$ cat config.mk
export PLATFORM = sky130hd
export DESIGN_NAME = oc_master_unit
export DESIGN_NICKNAME = d
export VERILOG_FILES = /design/src/rtl/oc_pkg.sv /design/src/rtl/oc_match.sv /design/src/rtl/oc_pin_cell.sv /design/src/rtl/oc_master_unit.sv
export SDC_FILE = /design/constraint.sdc
export NUM_CORES = 1
export LEC_CHECK = 0
export ABC_CLOCK_PERIOD_IN_PS = 3600
export BUFFER_PORTS_ARGS = -buffer_cell sky130_fd_sc_hd__clkbuf_2
export CAP_MARGIN = 25
export CORE_MARGIN = 4
export CORE_UTILIZATION = 30
export DETAILED_ROUTE_END_ITERATION = 6
export MAX_ROUTING_LAYER = met4
export PLACE_DENSITY = 0.67
export SLEW_MARGIN = 30
export SYNTH_ARGS = -nofsm -noshare
export SYNTH_HDL_FRONTEND = slang
export SYNTH_SLANG_ARGS = --single-unit
$ cat constraint.sdc
create_clock -name clk -period 3.6 [get_ports clk]
set_clock_uncertainty 0.2 [all_clocks]
set_input_delay 0.72 -clock clk [delete_from_list [all_inputs] [get_ports clk]]
set_output_delay 0.72 -clock clk [all_outputs]
set_load 0.005 [all_outputs]
$ cat src/rtl/oc_pkg.sv
// Package: shared action encoding and the function that applies an action
// to a pin level. Assumes a two-bit action field per channel.
package oc_pkg;

    typedef enum logic [1:0] {
        ACT_HOLD = 2'b00,
        ACT_FLIP = 2'b01,
        ACT_LOW  = 2'b10,
        ACT_HIGH = 2'b11
    } act_e;

    // Result of applying action a to level v.
    function automatic logic act_apply(input act_e a, input logic v);
        logic r;
        case (a)
            ACT_HOLD: r = v;
            ACT_FLIP: r = ~v;
            ACT_LOW:  r = 1'b0;
            default:  r = 1'b1;
        endcase
        return r;
    endfunction

endpackage

$ cat src/rtl/oc_match.sv
// Module: oc_match
// Finds the channels whose compare value equals the count in this cycle.
// Assumes the compare values are packed with channel x at [W*x +: W].
// A channel in capture mode never reports a match.
module oc_match #(
    parameter int CH = 8,
    parameter int W  = 16
) (
    input  logic [W-1:0]    count_i,
    input  logic [CH*W-1:0] cmp_val_i,
    input  logic [CH-1:0]   cmp_mode_i,
    output logic [CH-1:0]   match_o
);

    // One equality comparator per channel, gated by the mode bit.
    for (genvar i = 0; i < CH; i++) begin : g_cmp
        always_comb begin
            match_o[i] = cmp_mode_i[i] && (cmp_val_i[W*i +: W] == count_i);
        end
    end

endmodule

$ cat src/rtl/oc_pin_cell.sv
// Module: oc_pin_cell
// Holds one output pin. A channel cell loads the master preset level first
// and then applies its own action. The master cell (IS_MASTER=1) takes the
// preset level in place of its own action when its mask bit is set.
// Assumes own_hit_i is already gated by the channel's mode bit.
module oc_pin_cell
    import oc_pkg::*;
#(
    parameter bit IS_MASTER = 1'b0
) (
    input  logic clk,
    input  logic rst_n,
    input  logic own_hit_i,
    input  logic mst_hit_i,
    input  logic mode_i,
    input  logic mask_i,
    input  logic data_i,
    input  act_e act_i,
    output logic pin_o
);

    logic pin_q;
    logic pin_d;
    logic mst_apply;
    logic base;

    assign mst_apply = mst_hit_i && mask_i && mode_i;

    // Next pin level from the preset and the channel's own action.
    if (IS_MASTER) begin : g_master
        always_comb begin
            base  = pin_q;
            pin_d = mst_apply ? data_i
                  : (own_hit_i ? act_apply(act_i, base) : base);
        end
    end else begin : g_chan
        always_comb begin
            base  = mst_apply ? data_i : pin_q;
            pin_d = own_hit_i ? act_apply(act_i, base) : base;
        end
    end

    // Pin register with synchronous reset.
    always_ff @(posedge clk) begin
        if (!rst_n) pin_q <= 1'b0;
        else        pin_q <= pin_d;
    end

    assign pin_o = pin_q;

    // with no event the pin keeps its level.
    a_r6_quiet_hold: assert property (@(posedge clk) disable iff (!rst_n)
        (!own_hit_i && !mst_apply) |=> $stable(pin_q));

    // a lone toggle inverts the pin.
    a_r4_lone_toggle: assert property (@(posedge clk) disable iff (!rst_n)
        (own_hit_i && !mst_apply && act_i == ACT_FLIP) |=> (pin_q == !$past(pin_q)));

    if (IS_MASTER) begin : g_master_chk
        // a masked master match loads the preset level whatever the action.
        a_r7_master_pin: assert property (@(posedge clk) disable iff (!rst_n)
            mst_apply |=> (pin_q == $past(data_i)));
    end else begin : g_chan_chk
        // a master match alone loads the preset level.
        a_r5_preset_load: assert property (@(posedge clk) disable iff (!rst_n)
            (mst_apply && !own_hit_i) |=> (pin_q == $past(data_i)));
        // coincident toggle acts on the preset level.
        a_r8_toggle_on_preset: assert property (@(posedge clk) disable iff (!rst_n)
            (mst_apply && own_hit_i && act_i == ACT_FLIP) |=> (pin_q == !$past(data_i)));
    end

endmodule

$ cat src/rtl/oc_master_unit.sv
// Module: oc_master_unit
// Eight-channel output compare unit. The last channel also acts as the master
// that presets masked pins. Matches are found in the current cycle; pins and
// hit flags are registered and change on the following edge.
// Assumes the count is supplied from outside and that compare values, modes,
// actions, mask and data are held stable by the surrounding logic.
module oc_master_unit
    import oc_pkg::*;
#(
    parameter int CH = 8,
    parameter int W  = 16
) (
    input  logic            clk,
    input  logic            rst_n,
    input  logic [W-1:0]    count_i,
    input  logic [CH*W-1:0] cmp_val_i,
    input  logic [CH-1:0]   cmp_mode_i,
    input  logic [2*CH-1:0] act_sel_i,
    input  logic [CH-1:0]   mst_mask_i,
    input  logic [CH-1:0]   mst_data_i,
    output logic [CH-1:0]   pin_o,
    output logic [CH-1:0]   hit_o
);

    localparam int MST = CH - 1;

    logic [CH-1:0] match_c;
    logic [CH-1:0] hit_q;

    oc_match #(.CH(CH), .W(W)) u_match (
        .count_i   (count_i),
        .cmp_val_i (cmp_val_i),
        .cmp_mode_i(cmp_mode_i),
        .match_o   (match_c)
    );

    // One pin cell per channel; the last one is the master variant.
    for (genvar i = 0; i < CH; i++) begin : g_pin
        oc_pin_cell #(.IS_MASTER(i == MST)) u_cell (
            .clk      (clk),
            .rst_n    (rst_n),
            .own_hit_i(match_c[i]),
            .mst_hit_i(match_c[MST]),
            .mode_i   (cmp_mode_i[i]),
            .mask_i   (mst_mask_i[i]),
            .data_i   (mst_data_i[i]),
            .act_i    (act_e'(act_sel_i[2*i +: 2])),
            .pin_o    (pin_o[i])
        );
    end

    // Hit flag register, one pulse per match.
    always_ff @(posedge clk) begin
        if (!rst_n) hit_q <= '0;
        else        hit_q <= match_c;
    end

    assign hit_o = hit_q;

    // a reset edge clears all pins and flags.
    a_r1_reset_clear: assert property (@(posedge clk)
        !rst_n |=> (pin_o == '0 && hit_q == '0));

    // a flag appears exactly when the previous count matched.
    a_r2_flag_follows: assert property (@(posedge clk) disable iff (!rst_n)
        1'b1 |=> (hit_q == $past(match_c)));

    // a capture-mode channel never raises its flag.
    a_r3_capture_silent: assert property (@(posedge clk) disable iff (!rst_n)
        1'b1 |=> ((hit_q & ~$past(cmp_mode_i)) == '0));

endmodule

==> impl_metrics.env <==
export IMPL_leakage_uw=0.00152
export IMPL_tns_ps=0
export IMPL_buffer_ports_inserted=201
export IMPL_achievable_frequency_ghz=0.359
export IMPL_num_vias=2865
export IMPL_starting_density_of_the_core_pct=31.4
export IMPL_dp_hpwl_mm=8.73
export IMPL_clock_sinks=16
export IMPL_layout_setup_ws_ps=813
export IMPL_cts_buffers=3
export IMPL_pwr_cell_area_nw_per_um2=191
export IMPL_design_die_area_sq_um=9730
export IMPL_mappedNetlistNets=487
export IMPL_final_hold_viol_count=0
export IMPL_wl_mm=10.0
export IMPL_synth_seq_cells=16
export IMPL_proportion_of_synthesized_chip_area_in_sequential_cells_pct=13.0
export IMPL_wl_per_cell_um=17.2
export IMPL_antennaDiodeCount=0
export IMPL_slew_viol_final=0
export IMPL_place_inst=579
export IMPL_average_cell_area_after_synthesis_sq_um=8.19
export IMPL_synth_area_leader="sky130_fd_sc_hd__xnor2_1"
export IMPL_cap_viol_max_count=0
export IMPL_cts_setup_buffers=0
export IMPL_core_region_area_sq_um=7850
export IMPL_clock_latency_ps=250
export IMPL_max_slew_margin_rel_pct=42.7
export IMPL_vias_in_the_first_global_route=3161
export IMPL_max_vdd_ir_drop_mv=0.0861
export IMPL_overflow=0
export IMPL_clk_path_buf_depth=2
export IMPL_number_of_placement_rows=32
export IMPL_ctsRootBufferMaster="sky130_fd_sc_hd__clkbuf_8"
export IMPL_yosys_cell_types_count=26
export IMPL_clock_h_tree_levels=1
export IMPL_dp_slack_ps=636
export IMPL_timing_setup_critical_path_class="primary input to flip-flop"
export IMPL_die_width_um=98.7
export IMPL_period_needed_ps=2790
export IMPL_crit_path_end_kind="flip-flop"
export IMPL_finish_cell_count_without_fillers=583
export IMPL_min_period_over_period_pct=77.4
export IMPL_drt_pre_antenna_iters=4
export IMPL_post_route_drc_count=0
export IMPL_rsz0062_at_grt="no"
export IMPL_netlist_area_sq_um=2470
export IMPL_yosysTopAreaCellShare_pct=34.1
export IMPL_grt_total_usage_pct=20.5
export IMPL_antenna_found_initial=0
export IMPL_antenna_violating_nets_post_route=0
export IMPL_yosys_top_cells_area="sky130_fd_sc_hd__xnor2_1 34%, sky130_fd_sc_hd__dfxtp_1 13%, sky130_fd_sc_hd__xor2_1 11%, sky130_fd_sc_hd__nand4_1 9.4%, sky130_fd_sc_hd__buf_4 3.7%"
export IMPL_chipHeight_um=98.7
export IMPL_maximum_number_of_pins_on_one_net_before_global_route_repair=11
export IMPL_crit_path_start_kind="primary input"
export IMPL_ioPinCount=202
export IMPL_gp_routability_congestion=0.846
export IMPL_final_layout_size_suffix_gt1_share_pct=46.4
export IMPL_slew_at_the_pin_with_the_worst_max_slew_slack_ps=852
export IMPL_hold_class="flip-flop to flip-flop"
export IMPL_syn_instance_count=301
export IMPL_nets=668
export IMPL_wire_length_of_the_first_global_routing_pass_mm=15.4
export IMPL_max_fanout_on_critical_path=8
export IMPL_drt_initial_drc_count=96
export IMPL_crit_arrival_ps=2770
export IMPL_tritoncts_clock_tree="built"
export IMPL_cts_reportedPaths_clkPinSlew_ps=70
export IMPL_cts_hold_buf=0
export IMPL_ys_warnings=0
export IMPL_status="completed"
export IMPL_setup_viol=0
export IMPL_vias_per_cell=4.91
export IMPL_critical_path_required_ps=3580
export IMPL_areaGrowthSynthToFinish_pct=41.2
export IMPL_cts_resized=0
## power breakdown
part / internal, uW / total, uW / switching (uW)
logic: 169 / 326 / 156
registers: 177 / 177 / 0.00147
clock network: 97.1 / 162 / 64.5
## final timing paths
check	to	cells after the start	slack, ps	start
min reg2reg	g_pin[7].u_cell.pin_o	2	320	g_pin[7].u_cell.pin_o
min	g_pin[7].u_cell.pin_o	2	320	g_pin[7].u_cell.pin_o
max reg2reg	g_pin[7].u_cell.pin_o	5	2310	g_pin[7].u_cell.pin_o
max	g_pin[5].u_cell.pin_o	7	810	count_i[14]
## Yosys cell counts
| library cell | instances |
|---|---|
| sky130_fd_sc_hd__a21oi_1 | 7 |
| sky130_fd_sc_hd__o21ai_0 | 1 |
| sky130_fd_sc_hd__buf_6 | 3 |
| sky130_fd_sc_hd__a32o_1 | 7 |
| sky130_fd_sc_hd__or3_1 | 1 |
| sky130_fd_sc_hd__nor3_1 | 3 |
| sky130_fd_sc_hd__nor4_4 | 1 |
| sky130_fd_sc_hd__buf_2 | 11 |
| sky130_fd_sc_hd__inv_1 | 1 |
| sky130_fd_sc_hd__and4_1 | 1 |
| sky130_fd_sc_hd__nand3_1 | 1 |
| sky130_fd_sc_hd__clkinv_1 | 1 |
| sky130_fd_sc_hd__nor2_1 | 3 |
| sky130_fd_sc_hd__o31ai_2 | 7 |
| sky130_fd_sc_hd__dfxtp_1 | 16 |
| sky130_fd_sc_hd__nor3_2 | 1 |
| sky130_fd_sc_hd__xnor2_1 | 96 |
| sky130_fd_sc_hd__and2_1 | 14 |
| sky130_fd_sc_hd__or2_2 | 7 |
| sky130_fd_sc_hd__nand4_1 | 37 |
| sky130_fd_sc_hd__nor4_1 | 14 |
| sky130_fd_sc_hd__nand4_4 | 1 |
| sky130_fd_sc_hd__a2111oi_0 | 1 |
| sky130_fd_sc_hd__buf_4 | 12 |
| sky130_fd_sc_hd__xor2_1 | 32 |
| sky130_fd_sc_hd__nand2_1 | 22 |
## cell usage in the layout, fill, tap and decap left out, drive strengths merged, types with 3 or more instances in the layout
cell type,count
nor3,4
or2,7
nand4,38
xor2,32
a21oi,7
nor4,15
a32o,7
o31ai,7
dfxtp,16
nand2,22
xnor2,96
nor2,3
clkbuf,205
and2,14
## registers in the layout, indices dropped and copies added, names as in the netlist
name,cells
g_pin.u_cell.pin_o,8
hit_o,8
## area by class of cell
class / count / area, sq um
Timing Repair Buffer: 202 / 1010
Inverter: 2 / 7.51
Multi-Input combinational cell: 257 / 1960
Clock buffer: 4 / 55.1
Fill cell: 830 / 4360
Sequential cell: 16 / 320
Tap cell: 102 / 128
## per-layer routing
| metal | vias to the layer above | routed length (um) | track usage [%] |
|---|---|---|---|
| met1 | 1312 | 4060 | 23.6 |
| met4 | 0 | 142 | 4.94 |
| li1 | 1398 | - | - |
| met3 | 13 | 697 | 2.76 |
| met2 | 142 | 5110 | 37.3 |
| met5 | - | 0 | - |
## critical path: stages
cell and delay (ps):
sky130_fd_sc_hd__clkbuf_2 240, sky130_fd_sc_hd__xor2_1 230, sky130_fd_sc_hd__nor4_1 290, sky130_fd_sc_hd__nand4_1 160, sky130_fd_sc_hd__nor4_1 730, sky130_fd_sc_hd__nand4_1 210, sky130_fd_sc_hd__a21oi_1 190
## cell families (layout without fill, tap and decap cells)
logic type / after synthesis / in the layout / share of synthesized area, %
buf+inv: 28 / 208 / 7.56
compound gates: 23 / 23 / 8.37
xor+xnor: 128 / 128 / 45.5
flops: 16 / 16 / 13.0
simple gates: 106 / 106 / 25.6
## stage by stage
stage / area (sq um) / total power [uW] / utilization (%) / hold slack [ps]
2_1_floorplan: 2470 / 363 / - / 289
3_3_place_gp: 3430 / 503 / 43.7 / 305
3_5_place_dp: 3430 / 508 / 43.7 / 315
4_1_cts: 3480 / 667 / 44.4 / 325
5_1_grt: 3480 / 703 / 44.4 / 339
6_report: 3480 / 664 / 44.4 / 320
Power figures use the tool's default switching activity.
